**src/rtl/pal_pkg.sv**
```systemverilog
package pal_pkg;

  // Width of a counter able to hold the values 0..n inclusive.
  function automatic int unsigned fill_width(input int unsigned n);
    return (n < 2) ? 1 : $clog2(n + 1);
  endfunction

  // Number of mirrored bit pairs compared for a window of n bits.
  function automatic int unsigned pair_count(input int unsigned n);
    return n / 2;
  endfunction

endpackage

```
**src/rtl/pal_shift_window.sv**
```systemverilog
module pal_shift_window #(
  parameter int unsigned WIN_LEN = 12
) (
  input  logic               clk,
  input  logic               rst,
  input  logic               bit_i,
  output logic [WIN_LEN-1:0] win_o
);

  // Bit 0 holds the newest sample, bit WIN_LEN-1 the oldest.
  logic [WIN_LEN-1:0] win_q;

  always_ff @(posedge clk) begin
    if (rst) begin
      win_q <= '0;
    end else begin
      win_q <= {win_q[WIN_LEN-2:0], bit_i};
    end
  end

  assign win_o = win_q;

endmodule

```
**src/rtl/pal_fill_count.sv**
```systemverilog
module pal_fill_count #(
  parameter int unsigned WIN_LEN = 12,
  parameter int unsigned CNT_W   = pal_pkg::fill_width(WIN_LEN)
) (
  input  logic             clk,
  input  logic             rst,
  output logic [CNT_W-1:0] cnt_o,
  output logic             full_o
);

  localparam logic [CNT_W-1:0] FULL_VAL = CNT_W'(WIN_LEN);

  logic [CNT_W-1:0] cnt_q;

  // Saturating count of bits sampled since reset.
  always_ff @(posedge clk) begin
    if (rst) begin
      cnt_q <= '0;
    end else if (cnt_q != FULL_VAL) begin
      cnt_q <= cnt_q + CNT_W'(1);
    end
  end

  assign cnt_o  = cnt_q;
  assign full_o = (cnt_q == FULL_VAL);

endmodule

```
**src/rtl/pal_mirror_cmp.sv**
```systemverilog
module pal_mirror_cmp #(
  parameter int unsigned WIN_LEN = 12
) (
  input  logic [WIN_LEN-1:0] win_i,
  output logic               sym_o
);

  localparam int unsigned PAIRS = pal_pkg::pair_count(WIN_LEN);

  logic [PAIRS-1:0] pair_eq;

  // One equality per mirrored pair; an odd middle bit has no partner.
  for (genvar gi = 0; gi < PAIRS; gi++) begin : g_pair
    assign pair_eq[gi] = (win_i[gi] == win_i[WIN_LEN-1-gi]);
  end

  assign sym_o = &pair_eq;

endmodule

```
**src/rtl/pal_detector.sv**
```systemverilog
module pal_detector #(
  parameter int unsigned WIN_LEN = 12
) (
  input  logic clk,
  input  logic rst,
  input  logic bit_i,
  output logic match_o
);

  localparam int unsigned CNT_W = pal_pkg::fill_width(WIN_LEN);

  logic [WIN_LEN-1:0] win_q;
  logic [CNT_W-1:0]   fill_q;
  logic               full;
  logic               sym;
  logic               match_q;

  pal_shift_window #(.WIN_LEN(WIN_LEN)) u_window (
    .clk   (clk),
    .rst   (rst),
    .bit_i (bit_i),
    .win_o (win_q)
  );

  pal_fill_count #(.WIN_LEN(WIN_LEN), .CNT_W(CNT_W)) u_fill (
    .clk    (clk),
    .rst    (rst),
    .cnt_o  (fill_q),
    .full_o (full)
  );

  pal_mirror_cmp #(.WIN_LEN(WIN_LEN)) u_cmp (
    .win_i (win_q),
    .sym_o (sym)
  );

  always_ff @(posedge clk) begin
    if (rst) begin
      match_q <= 1'b0;
    end else begin
      match_q <= full & sym;
    end
  end

  assign match_o = match_q;

endmodule

```
**config.mk**
```make
export PLATFORM = sky130hd
export DESIGN_NAME = pal_detector
export DESIGN_NICKNAME = d
export VERILOG_FILES = /design/src/rtl/pal_pkg.sv /design/src/rtl/pal_shift_window.sv /design/src/rtl/pal_fill_count.sv /design/src/rtl/pal_mirror_cmp.sv /design/src/rtl/pal_detector.sv
export SDC_FILE = /design/constraint.sdc
export NUM_CORES = 1
export LEC_CHECK = 0
export BUFFER_PORTS_ARGS = -buffer_cell sky130_fd_sc_hd__buf_4
export CORE_AREA = 2 2 39 41
export CTS_CLUSTER_SIZE = 14
export DETAILED_ROUTE_END_ITERATION = 16
export DIE_AREA = 0 0 41 43
export PLACE_DENSITY_LB_ADDON = 0.05
export SETUP_SLACK_MARGIN = 0.3
export SLEW_MARGIN = 20
export SYNTH_ARGS = -nofsm -noshare
export SYNTH_HDL_FRONTEND = slang
export SYNTH_SLANG_ARGS = --single-unit
```
**constraint.sdc**
```tcl
create_clock -name clk -period 1.4 [get_ports clk]
set_clock_uncertainty 0.05 [all_clocks]
set_input_delay 0.07 -clock clk [delete_from_list [all_inputs] [get_ports clk]]
set_output_delay 0.07 -clock clk [all_outputs]
set_load 0.1 [all_outputs]
```
==> out/results.md, run 1 <==
| Stage | Metric | Value |
|:---|:---|:---|
| floorplan | Placeable core region | 0.00138 sq mm |
| pwr | Power dissipated by switching net loads | 201 uW |
| pwr | Power density over the cells | 1140 mW/mm^2 |
| timing | Share of the clock period used by the worst path | 76.5% |
| layout | Share of final-layout standard cells stronger than drive strength 1 | 24.6% |
| pwr | Reported leakage power | 0.306 nW |
| floorplan | Number of placement rows | 14 |
| detailed routing | First-pass iteration count of the detailed router | 2 |
| synthesis | Avg Inst Size Synth | 11.0 sq um |
| detailed routing | ANT nets after route | 0 |
| detailed routing | Amount of wire on met2 after detailed routing | 441 microns |
| timing | Fin. max-slew vios | 0 |
| clocking | Maximum root-to-sink buffer count | 2 |
| timing | Max-Slew Margin vs Limit | 81.7% |
| flow run | Number of violations of the max-capacitance limit | 0 |
| clocking | Clk root buf | clkbuf_4 |
| synthesis | Cell variety after synth | 18 |
| setup path | Worst path arrival time | 1210 ps |
| hold path | Min-delay src | rst |
| synthesis | Synth Cell Area | 614 sq um |
| clocking | Clock latency at the later pin of the worst-skew pair | 290 ps |
| timing | Final count of negative-setup-slack endpoints | 0 |
| grt | Overflow left after global routing | 0 |
| floorplan | Chip Width | 41 microns |
| setup path | CP Max Fanout | 3 |
| placed design | Instance area at placement | 652 sq um |
| floorplan | I/O pin count | 4 |
| setup path | End of the worst register-to-register path | u_fill.cnt_o[1] |
| clocking | Total CTS buffers | 3 |
| grt | Maximum number of pins on one net before global-route repair | 18 |
| setup path | Source of the worst register-to-register timing path | u_fill.cnt_o[1] |
| detailed routing | Routed WL | 915 microns |
| pwr | Relative contribution of combinational cells to total power | 8.7% |
| pwr | Switch share | 23.9% |
| synthesis | Seq cells post-synth | 17 |
| layout | Fin nets | 71 |
| setup path | Startpoint Class | flop |
| grt | Number of global-route vias before repair | 374 |
| pwr | Relative contribution of the clock network to total power | 31.3% |
| layout | Fill cells | 133 |
| synthesis | Register area share after synthesis | 55.4% |
| floorplan | Starting density of the core | 44.4% |
| hold path | Kind of path behind the tightest hold check | in -> reg |
| placed design | Port Buffers | 3 |
| timing | Unrepaired setup endpoints after global routing | yes |
| layout | Layout-stage area growth over the synthesis result | 20.4% |
| synthesis | Post-Synthesis Net Count | 61 |
| timing | Transition time at the pin with the least slew margin | 277 ps |
| setup path | Type of element capturing the critical path | flop |
| timing | Post-route setup TNS | 0 ps |
| detailed routing | Highest routed metal layer | met4 |
| timing | Clock period minus final worst setup slack | 1070 ps |
| floorplan | Die Height | 43 microns |
| clocking | Clock transition at the registers of the reported paths | 100 ps |
| synthesis | Post-Syn Instances | 56 |
| pwr | Internal Dissipation | 642 uW |
| placed design | RePlAce Congestion | 0.665 |
| detailed routing | First-iteration detailed-routing DRC count | 2 |
| floorplan | Area enclosed by the die boundary | 0.00176 sq mm |
| outcome | Result of the run | finished, final reports clean |
| detailed routing | Wl on met1 | 443 microns |
| pwr | Relative contribution of sequential cells to total power | 60.0% |
| timing | Final hold viol count | 0 |
| clocking | Number of clock sinks seen by CTS | 17 |
| grt | GRT Overall Usage | 13.5% |
| timing | Final hold slack | 9.79 ps |
| grt | First-pass GRT wire length | 1550 microns |
| detailed routing | Via density per instance | 4.70 |
| synthesis | Yosys warning total | 0 |
| grt | Antenna violations before repair | 0 |
| layout | Diode count | 0 |
| setup path | WS Path Type | reg -> reg |
| setup path | Cells on worst reg2reg path | 5 |
| detailed routing | Final routed DRC violation total | 0 |
| detailed routing | Average detailed-routed wire length per instance | 11.3 microns |
| clocking | H-tree Lvls | 1 |
| setup path | Required time of the worst setup path | 1540 ps |
| timing | Achievable clock frequency | 0.934 GHz |
| setup path | Worst reg2reg setup slack | 330 ps |
| detailed routing | Met3 layer wire length in the routed design | 19 microns |
| layout | Design area | 739 sq um |
| hold path | Worst Hold Path Cells | 2 |
| hold path | Min-Delay Endpoint | u_fill.cnt_o[0] |
| clocking | Clock tree from TritonCTS | yes |
| pwr | Worst ir drop on vdd | 0.551 mV |
| detailed routing | Total number of vias | 381 |
[synth_stat cells]
| cell type | n | area, sq um |
|---|---|---|
| a21oi_1 | 1 | 5.00 |
| a31oi_1 | 1 | 6.26 |
| and2b_1 | 5 | 37.5 |
| buf_4 | 1 | 7.51 |
| dfxtp_1 | 17 | 340 |
| ha_1 | 2 | 25.0 |
| inv_1 | 2 | 7.51 |
| mux2i_1 | 1 | 10.0 |
| nand2_1 | 2 | 7.51 |
| nand3_1 | 1 | 5.00 |
| nand3_2 | 1 | 10.0 |
| nand4_1 | 1 | 6.26 |
| nor2_1 | 3 | 11.3 |
| nor2b_1 | 7 | 43.8 |
| nor3_1 | 2 | 10.0 |
| nor3b_1 | 1 | 7.51 |
| nor4_2 | 1 | 12.5 |
| xnor2_1 | 7 | 61.3 |
[worst max path at each step]
stage	startpoint	endpoint	slack (ps)	depth (start not counted)
global placement	u_fill.cnt_o[0]	u_fill.cnt_o[1]	270	5
global route	u_fill.cnt_o[0]	u_fill.cnt_o[2]	290	5
floorplan	u_fill.cnt_o[0]	u_fill.cnt_o[1]	300	5
detailed placement	u_fill.cnt_o[0]	u_fill.cnt_o[1]	240	5
finish	u_fill.cnt_o[1]	u_fill.cnt_o[1]	330	5
CTS	u_fill.cnt_o[1]	match_o	320	4
[power groups by stage]
stage	clock [mW]	sequential (mW)	combinational, mW
final	0.264	0.506	0.0735
after global routing	0.291	0.508	0.0818
after CTS	0.273	0.505	0.0621
after detailed placement	0	0.521	0.0455
after global placement	0	0.521	0.0454
after floorplan	0	0.518	0.0350
[what timing repair did]
| action | 4_1_cts | 5_1_grt |
|---|---|---|
| hold buffers | 1 | 0 |
| gates resized for setup | 1 | 4 |
| setup endpoints to repair | 3 | 4 |
| pin swaps | 0 | 5 |
| setup buffers | 2 | 0 |
| endpoints found under the hold margin | 1 | 0 |
[cells by family (layout without fill, tap and decap cells)]
logic type	count (synthesis)	count (layout)	share of synthesized area [%]
flip-flops	17	17	55.4
AND/OR/NAND/NOR	24	24	24.6
XOR/XNOR	7	7	9.98
AO/OA/AOI/OAI	2	2	1.83
multiplexers	1	1	1.63
buffers and inverters	3	12	2.44
adder cells (fa/ha/maj)	2	2	4.07
[worst max-delay path, stage by stage (launching register included)]
cell and delay (ps):
dfxtp_2 340, inv_1 60, ha_4 170, nand3_4 110, mux2i_1 190, nor2_1 50
[stage by stage]
stage / std cells / utilization (%) / power (mW) / setup slack (ps)
after global routing: 81 / 53.4 / 0.881 / 287
after CTS: 81 / 51.1 / 0.840 / 318
after floorplan: 56 / - / 0.553 / 303
after global placement: 74 / 47.1 / 0.566 / 265
final: 81 / 53.4 / 0.843 / 329
after detailed placement: 74 / 47.1 / 0.567 / 236
[cell type report]
class / instances / area [sq um] / share of cell area (%)
tap: 16 / 20.0 / 2.71
inverter: 2 / 7.51 / 1.02
clock buffer: 3 / 22.5 / 3.05
multi-input combinational: 36 / 294 / 39.8
timing repair buffer: 6 / 47.5 / 6.43
sequential: 17 / 343 / 46.4
clock inverter: 1 / 5.00 / 0.677
[routing by layer]
layer  global-route usage, %  vias to the layer above
met2                    19.4                        4
met1                    16.7                      176
met3                    3.14                        2
li1                        -                      199
met5                       0                        -
met4                    10.0                        0
[flip-flops by register name (all words and copies together), names as in the netlist]
register / count
match_o: 1
u_fill.cnt_o: 4
u_window.win_o: 12
[cells in the final DEF, fill, tap and decap left out]
cell type      netlist  routed
nand3_1              1       1
buf_4                1       5
a31oi_1              1       1
nand4_1              1       1
nor3b_1              1       1
xnor2_1              7       5
a21oi_1              1       1
nand2_1              2       2
mux2i_1              1       1
dlygate4sd3_1        0       1
inv_1                2       2
nor2_1               3       3
clkbuf_4             0       3
dfxtp_2              0       2
nand3_4              0       1
and2b_1              5       5
nor4_2               1       1
ha_1                 2       1
ha_4                 0       1
xnor2_2              0       2
clkinv_2             0       1
nor3_1               2       2
dfxtp_1             17      15
nor2b_1              7       7
(Power assumes the default switching activity.)
==> run 2, diff against run 1 <==
Clock period 1.4 ns to 0.9 ns, I/O delays scaled along.
==> run 2 against run 1 <==
  * The flow now finishes with violations (hold timing, setup timing)
  * First-iteration DRC count is 50% lower
  * Critical path depth stayed put
  * Power is 52% higher
  * Non-clock buffer count is 1 lower
  * Hold slack worse by 87 ps
  * Largest power group unchanged
  * Highest routed layer is now met3
==> out/results.md, run 2 (synthesis gave the netlist of run 1 again) <==
| Stage | Metric | Value |
|:---|:---|:---|
| clocking | Clock tree from TritonCTS | yes |
| layout | Design area | 763 sq um |
| grt | Maximum number of pins on one net before global-route repair | 18 |
| setup path | CP Max Fanout | 4 |
| setup path | Required time of the worst setup path | 1020 ps |
| pwr | Power density over the cells | 1680 mW/mm^2 |
| detailed routing | Via density per instance | 4.65 |
| timing | Clock period minus final worst setup slack | 1070 ps |
| timing | Final hold slack | -77.2 ps |
| layout | Commonest non-fill, non-tap cell in the layout | dfxtp_2 |
| timing | Max-Slew Margin vs Limit | 87.2% |
| hold path | Min-delay src | bit_i |
| setup path | Type of element capturing the critical path | flop |
| timing | Share of the clock period used by the worst path | 119% |
| pwr | Reported leakage power | 0.299 nW |
| layout | Diode count | 0 |
| detailed routing | ANT nets after route | 0 |
| clocking | Number of clock sinks seen by CTS | 17 |
| timing | Unrepaired setup endpoints after global routing | yes |
| placed design | Post-DP HPWL | 655 microns |
| clocking | Clock transition at the registers of the reported paths | 90 ps |
| detailed routing | Average detailed-routed wire length per instance | 11.8 microns |
| setup path | Startpoint Class | flop |
| grt | First-pass GRT wire length | 1680 microns |
| clocking | Maximum root-to-sink buffer count | 2 |
| floorplan | Placeable core region | 0.00138 sq mm |
| setup path | Worst path arrival time | 1190 ps |
| floorplan | Area enclosed by the die boundary | 0.00176 sq mm |
| layout | Most frequent cells in the layout | dfxtp_2 (12), nor2b_1 (7), xnor2_1 (7) |
| detailed routing | First-pass iteration count of the detailed router | 2 |
| clocking | Clock latency at the later pin of the worst-skew pair | 280 ps |
| grt | Antenna violations before repair | 0 |
| pwr | Total power | 1.28 mW |
| timing | Final hold viol count | 9 |
| clocking | H-tree Lvls | 1 |
| setup path | Critical-path top delay cell | dfxtp_4 |
| timing | Post-route setup TNS | -572 ps |
| pwr | Worst ir drop on vdd | 0.962 mV |
| setup path | Cells on worst reg2reg path | 5 |
| floorplan | Chip Width | 41 microns |
| grt | Number of global-route vias before repair | 365 |
| outcome | Violations in the final reports | hold timing, setup timing |
| setup path | Worst reg2reg setup slack | -170 ps |
| floorplan | Starting density of the core | 44.4% |
| timing | Fin. max-slew vios | 0 |
| clocking | Post-CTS Setup Inserts | 0 |
| timing | Final worst-path setup slack | -170 ps |
| grt | GRT Overall Usage | 15.3% |
| floorplan | I/O pin count | 4 |
| placed design | RePlAce Congestion | 0.652 |
| layout | Share of final-layout standard cells stronger than drive strength 1 | 46.9% |
| layout | Layout-stage area growth over the synthesis result | 24.2% |
| timing | Transition time at the pin with the least slew margin | 191 ps |
| setup path | Largest delay share family, worst path | flip-flops |
| layout | Max FFs per register | 12 |
| hold path | Worst Hold Path Cells | 2 |
| detailed routing | Final routed DRC violation total | 0 |
| setup path | Largest stage delay, worst path | 380 ps |
| setup path | End of the worst register-to-register path | u_fill.cnt_o[1] |
| flow run | Number of violations of the max-capacitance limit | 0 |
| timing | Final count of negative-setup-slack endpoints | 5 |
| timing | Achievable clock frequency | 0.935 GHz |
| hold path | Kind of path behind the tightest hold check | in -> reg |
| detailed routing | Total number of vias | 372 |
| floorplan | Number of placement rows | 14 |
| hold path | Min-Delay Endpoint | u_window.win_o[0] |
| layout | Fin nets | 70 |
| floorplan | Die Height | 43 microns |
| grt | Overflow left after global routing | 0 |
| clocking | Total CTS buffers | 3 |
| setup path | Buffering stage count on the worst path with inverters included | 1 |
| setup path | Cell chain of the critical path | inv_2, ha_4, nand3_4, mux2i_1, nor2_1 |
| detailed routing | First-iteration detailed-routing DRC count | 1 |
| placed design | Port Buffers | 3 |
| setup path | Source of the worst register-to-register timing path | u_fill.cnt_o[0] |
| outcome | Result of the run | finished, violations left |
| placed design | Instance area at placement | 691 sq um |
| clocking | Clk root buf | clkbuf_4 |
| detailed routing | Routed WL | 941 microns |
| setup path | WS Path Type | reg -> reg |
run 2: worst reg2reg max path: stages (launching register included):
cell and delay [ps]:
dfxtp_4 380, inv_2 50, ha_4 170, nand3_4 80
mux2i_1 190, nor2_1 50
run 2: worst max-delay path by stage:
stage / start / end / cells past startpoint
after CTS: u_fill.cnt_o[1] / u_fill.cnt_o[1] / 5
after detailed placement: u_fill.cnt_o[1] / u_fill.cnt_o[1] / 5
final: u_fill.cnt_o[0] / u_fill.cnt_o[1] / 5
after global routing: u_fill.cnt_o[1] / u_fill.cnt_o[1] / 5
after global placement: u_fill.cnt_o[1] / match_o / 4
after floorplan: u_fill.cnt_o[0] / u_fill.cnt_o[1] / 5
run 2: timing repair:
item                                    4_1_cts  5_1_grt
pin swaps                                     5        1
hold endpoints to repair                     10        3
resized for setup                            17        3
endpoints found under the setup margin       14       16
run 2: metrics by stage:
step	worst slack [ps]	instances	utilization (%)	hold WS, ps
after floorplan	-103	56	-	66.6
after global placement	-111	76	49.9	210
after detailed placement	-164	76	49.9	216
after CTS	-179	80	54.9	-92.0
after global routing	-228	80	55.2	-82.2
final	-170	80	55.2	-77.2
run 2: report_power, final:
part | total [mW] | internal (mW) | switching, mW
Combinational | 0.107 | 0.0583 | 0.0483
Clock | 0.385 | 0.172 | 0.213
Sequential | 0.793 | 0.770 | 0.0231
Total | 1.28 | 1.00 | 0.285
run 2: area by class of cell:
type                            instances  area [sq um]
Clock buffer                            4          26.3
Fill cell                             124           621
Inverter                                2          7.51
Multi-Input combinational cell         36           289
Sequential cell                        17           367
Tap cell                               16          20.0
Timing Repair Buffer                    5          53.8
run 2: layer usage:
| layer | up-vias | global-route usage [%] | share of wire, % |
|---|---|---|---|
| met5 | - | 0 | 0 |
| met4 | 0 | 8.00 | 0 |
| met3 | 0 | 7.85 | 2.6 |
| met2 | 4 | 23.8 | 54 |
| met1 | 170 | 16.1 | 43 |
| li1 | 198 | - | - |
==> run 3, diff against run 2 <==
Settings changed: CORE_AREA 2 2 39 41 to 2 2 40 42, DIE_AREA 0 0 41 43 to 0 0 42 44, MAX_ROUTING_LAYER set to met4.
==> run 3 against run 2 <==
  * The flow still finishes with violations (hold timing, setup timing)
  * Non-clock buffer count is 1 higher
  * Largest cell class unchanged
  * Clock power is essentially flat
  * Critical endpoint unchanged
  * Flip-flop and latch count is the same
  * Largest power group unchanged
==> out/results.md, run 3 (synthesis gave the netlist of run 1 again) <==
| Stage | Metric | Value |
|:---|:---|:---|
| detailed routing | Average detailed-routed wire length per instance | 11.5 microns |
| timing | Share of the clock period used by the worst path | 120% |
| hold path | Min-Delay Endpoint | u_window.win_o[0] |
| clocking | H-tree Lvls | 1 |
| layout | Diode count | 0 |
| pwr | Power density over the cells | 1630 mW/mm^2 |
| setup path | WS Path Type | reg -> reg |
| detailed routing | First-iteration detailed-routing DRC count | 2 |
| floorplan | Chip Width | 42 microns |
| grt | Antenna violations before repair | 0 |
| timing | Achievable clock frequency | 0.924 GHz |
| grt | First-pass GRT wire length | 1540 microns |
| detailed routing | Via density per instance | 5.00 |
| floorplan | I/O pin count | 4 |
| layout | Share of final-layout standard cells stronger than drive strength 1 | 49.2% |
| timing | Final hold slack | -73.2 ps |
| setup path | Worst path arrival time | 1210 ps |
| setup path | Worst reg2reg setup slack | -180 ps |
| setup path | Type of element capturing the critical path | flop |
| setup path | Largest delay share family, worst path | flip-flops |
| clocking | Maximum root-to-sink buffer count | 2 |
| clocking | Clock tree from TritonCTS | yes |
| timing | Max-Slew Margin vs Limit | 85.8% |
| timing | Final count of negative-setup-slack endpoints | 6 |
| floorplan | Starting density of the core | 43.3% |
| layout | Fin nets | 71 |
| placed design | Post-DP HPWL | 678 microns |
| clocking | Total CTS buffers | 3 |
| layout | Max FFs per register | 12 |
| clocking | Number of clock sinks seen by CTS | 17 |
| setup path | Cells on worst reg2reg path | 5 |
| layout | Layout-stage area growth over the synthesis result | 28.9% |
| pwr | Reported leakage power | 0.315 nW |
| flow run | Number of violations of the max-capacitance limit | 0 |
| outcome | Result of the run | finished, violations left |
| layout | Commonest non-fill, non-tap cell in the layout | dfxtp_2 |
| placed design | RePlAce Congestion | 0.656 |
| floorplan | Die Height | 44 microns |
| grt | GRT Overall Usage | 12.3% |
| setup path | Critical-path top delay cell | dfxtp_2 |
| hold path | Min-delay src | bit_i |
| pwr | Worst ir drop on vdd | 1.24 mV |
| timing | Final worst-path setup slack | -182 ps |
| hold path | Worst Hold Path Cells | 2 |
| outcome | Violations in the final reports | hold timing, setup timing |
| layout | Most frequent cells in the layout | dfxtp_2 (12), nor2b_1 (6), and2b_1 (5), buf_4 (5), xnor2_1 (4) |
| detailed routing | ANT nets after route | 0 |
| timing | Unrepaired setup endpoints after global routing | yes |
| setup path | CP Max Fanout | 4 |
| grt | Number of global-route vias before repair | 367 |
| layout | Post-layout util | 55.8% |
| detailed routing | Final routed DRC violation total | 0 |
| grt | Overflow left after global routing | 0 |
| setup path | End of the worst register-to-register path | u_fill.cnt_o[1] |
| clocking | Clock latency at the later pin of the worst-skew pair | 280 ps |
| setup path | Cell chain of the critical path | inv_2, ha_4, nand3_4, mux2i_1, nor2_1 |
| setup path | Buffering stage count on the worst path with inverters included | 1 |
| grt | Maximum number of pins on one net before global-route repair | 18 |
| placed design | Placed instance count | 76 |
| clocking | Clock transition at the registers of the reported paths | 90 ps |
| floorplan | Area enclosed by the die boundary | 0.00185 sq mm |
| floorplan | Placeable core region | 0.00142 sq mm |
| timing | Fin. max-slew vios | 0 |
| layout | Fin cells | 81 |
| timing | Final hold viol count | 1 |
| floorplan | Number of placement rows | 14 |
| setup path | Required time of the worst setup path | 1030 ps |
| setup path | Largest stage delay, worst path | 370 ps |
| detailed routing | Routed WL | 928 microns |
| setup path | Startpoint Class | flop |
| timing | Transition time at the pin with the least slew margin | 213 ps |
| clocking | Clk root buf | clkbuf_4 |
| hold path | Kind of path behind the tightest hold check | in -> reg |
| timing | Clock period minus final worst setup slack | 1080 ps |
| detailed routing | Total number of vias | 405 |
| placed design | Port Buffers | 3 |
| detailed routing | First-pass iteration count of the detailed router | 3 |
| setup path | Source of the worst register-to-register timing path | u_fill.cnt_o[1] |
==> run 3: changes by cell type in the layout (fill, tap and decap cells not counted), sizes merged <==
cell and change:
buf +1
==> run 3: worst max path at each step <==
stage	from	to	slack, ps	cells after the start
floorplan	u_fill.cnt_o[0]	u_fill.cnt_o[1]	-100	5
global placement	u_fill.cnt_o[1]	match_o	-110	4
detailed placement	u_fill.cnt_o[1]	match_o	-170	4
CTS	u_fill.cnt_o[1]	match_o	-190	4
global route	u_fill.cnt_o[1]	u_fill.cnt_o[1]	-250	5
finish	u_fill.cnt_o[1]	u_fill.cnt_o[1]	-180	5
==> run 3: area by class of cell <==
class | instances | area [sq um]
clock buffers | 4 | 26.3
flip-flops and latches | 17 | 363
repair buffers | 6 | 57.6
inverters | 2 | 7.51
fillers | 125 | 627
multi-input cells | 36 | 318
well taps | 16 | 20.0
==> run 3: what timing repair did <==
item                                    in CTS  in global routing
setup buffers                                0                  1
gates resized for setup                     14                  6
pin swaps                                    1                  5
hold endpoints to repair                     6                  1
gates cloned                                 0                  0
endpoints found under the setup margin      15                 17
==> run 3: stage by stage <==
stage / area (sq um) / total power [mW] / setup WS (ps) / setup TNS [ps]
CTS: 749 / 1.30 / -188 / -702
floorplan: 641 / 0.874 / -103 / -284
global placement: 691 / 0.899 / -110 / -338
detailed placement: 691 / 0.909 / -167 / -614
finish: 792 / 1.29 / -182 / -697
global route: 792 / 1.36 / -248 / -1070
==> run 3: power by group <==
group | internal (mW) | total [mW] | switching [mW]
registers | 0.769 | 0.789 | 0.0197
clock network | 0.172 | 0.384 | 0.212
logic | 0.0622 | 0.116 | 0.0540
total | 1.00 | 1.29 | 0.285
==> run 3: per-layer routing <==
metal	wire, microns	global-route usage [%]	vias to the layer above
met5	0	-	-
met4	20	4.52	0
met3	65	8.33	4
met2	453	18.8	11
met1	389	12.6	190
li1	-	-	200
==> run 3: worst reg2reg max path, cell delays in order, from the launching register on <==
cell and delay [ps]:
dfxtp_2 370, inv_2 50, ha_4 160, nand3_4 90, mux2i_1 200, nor2_1 50
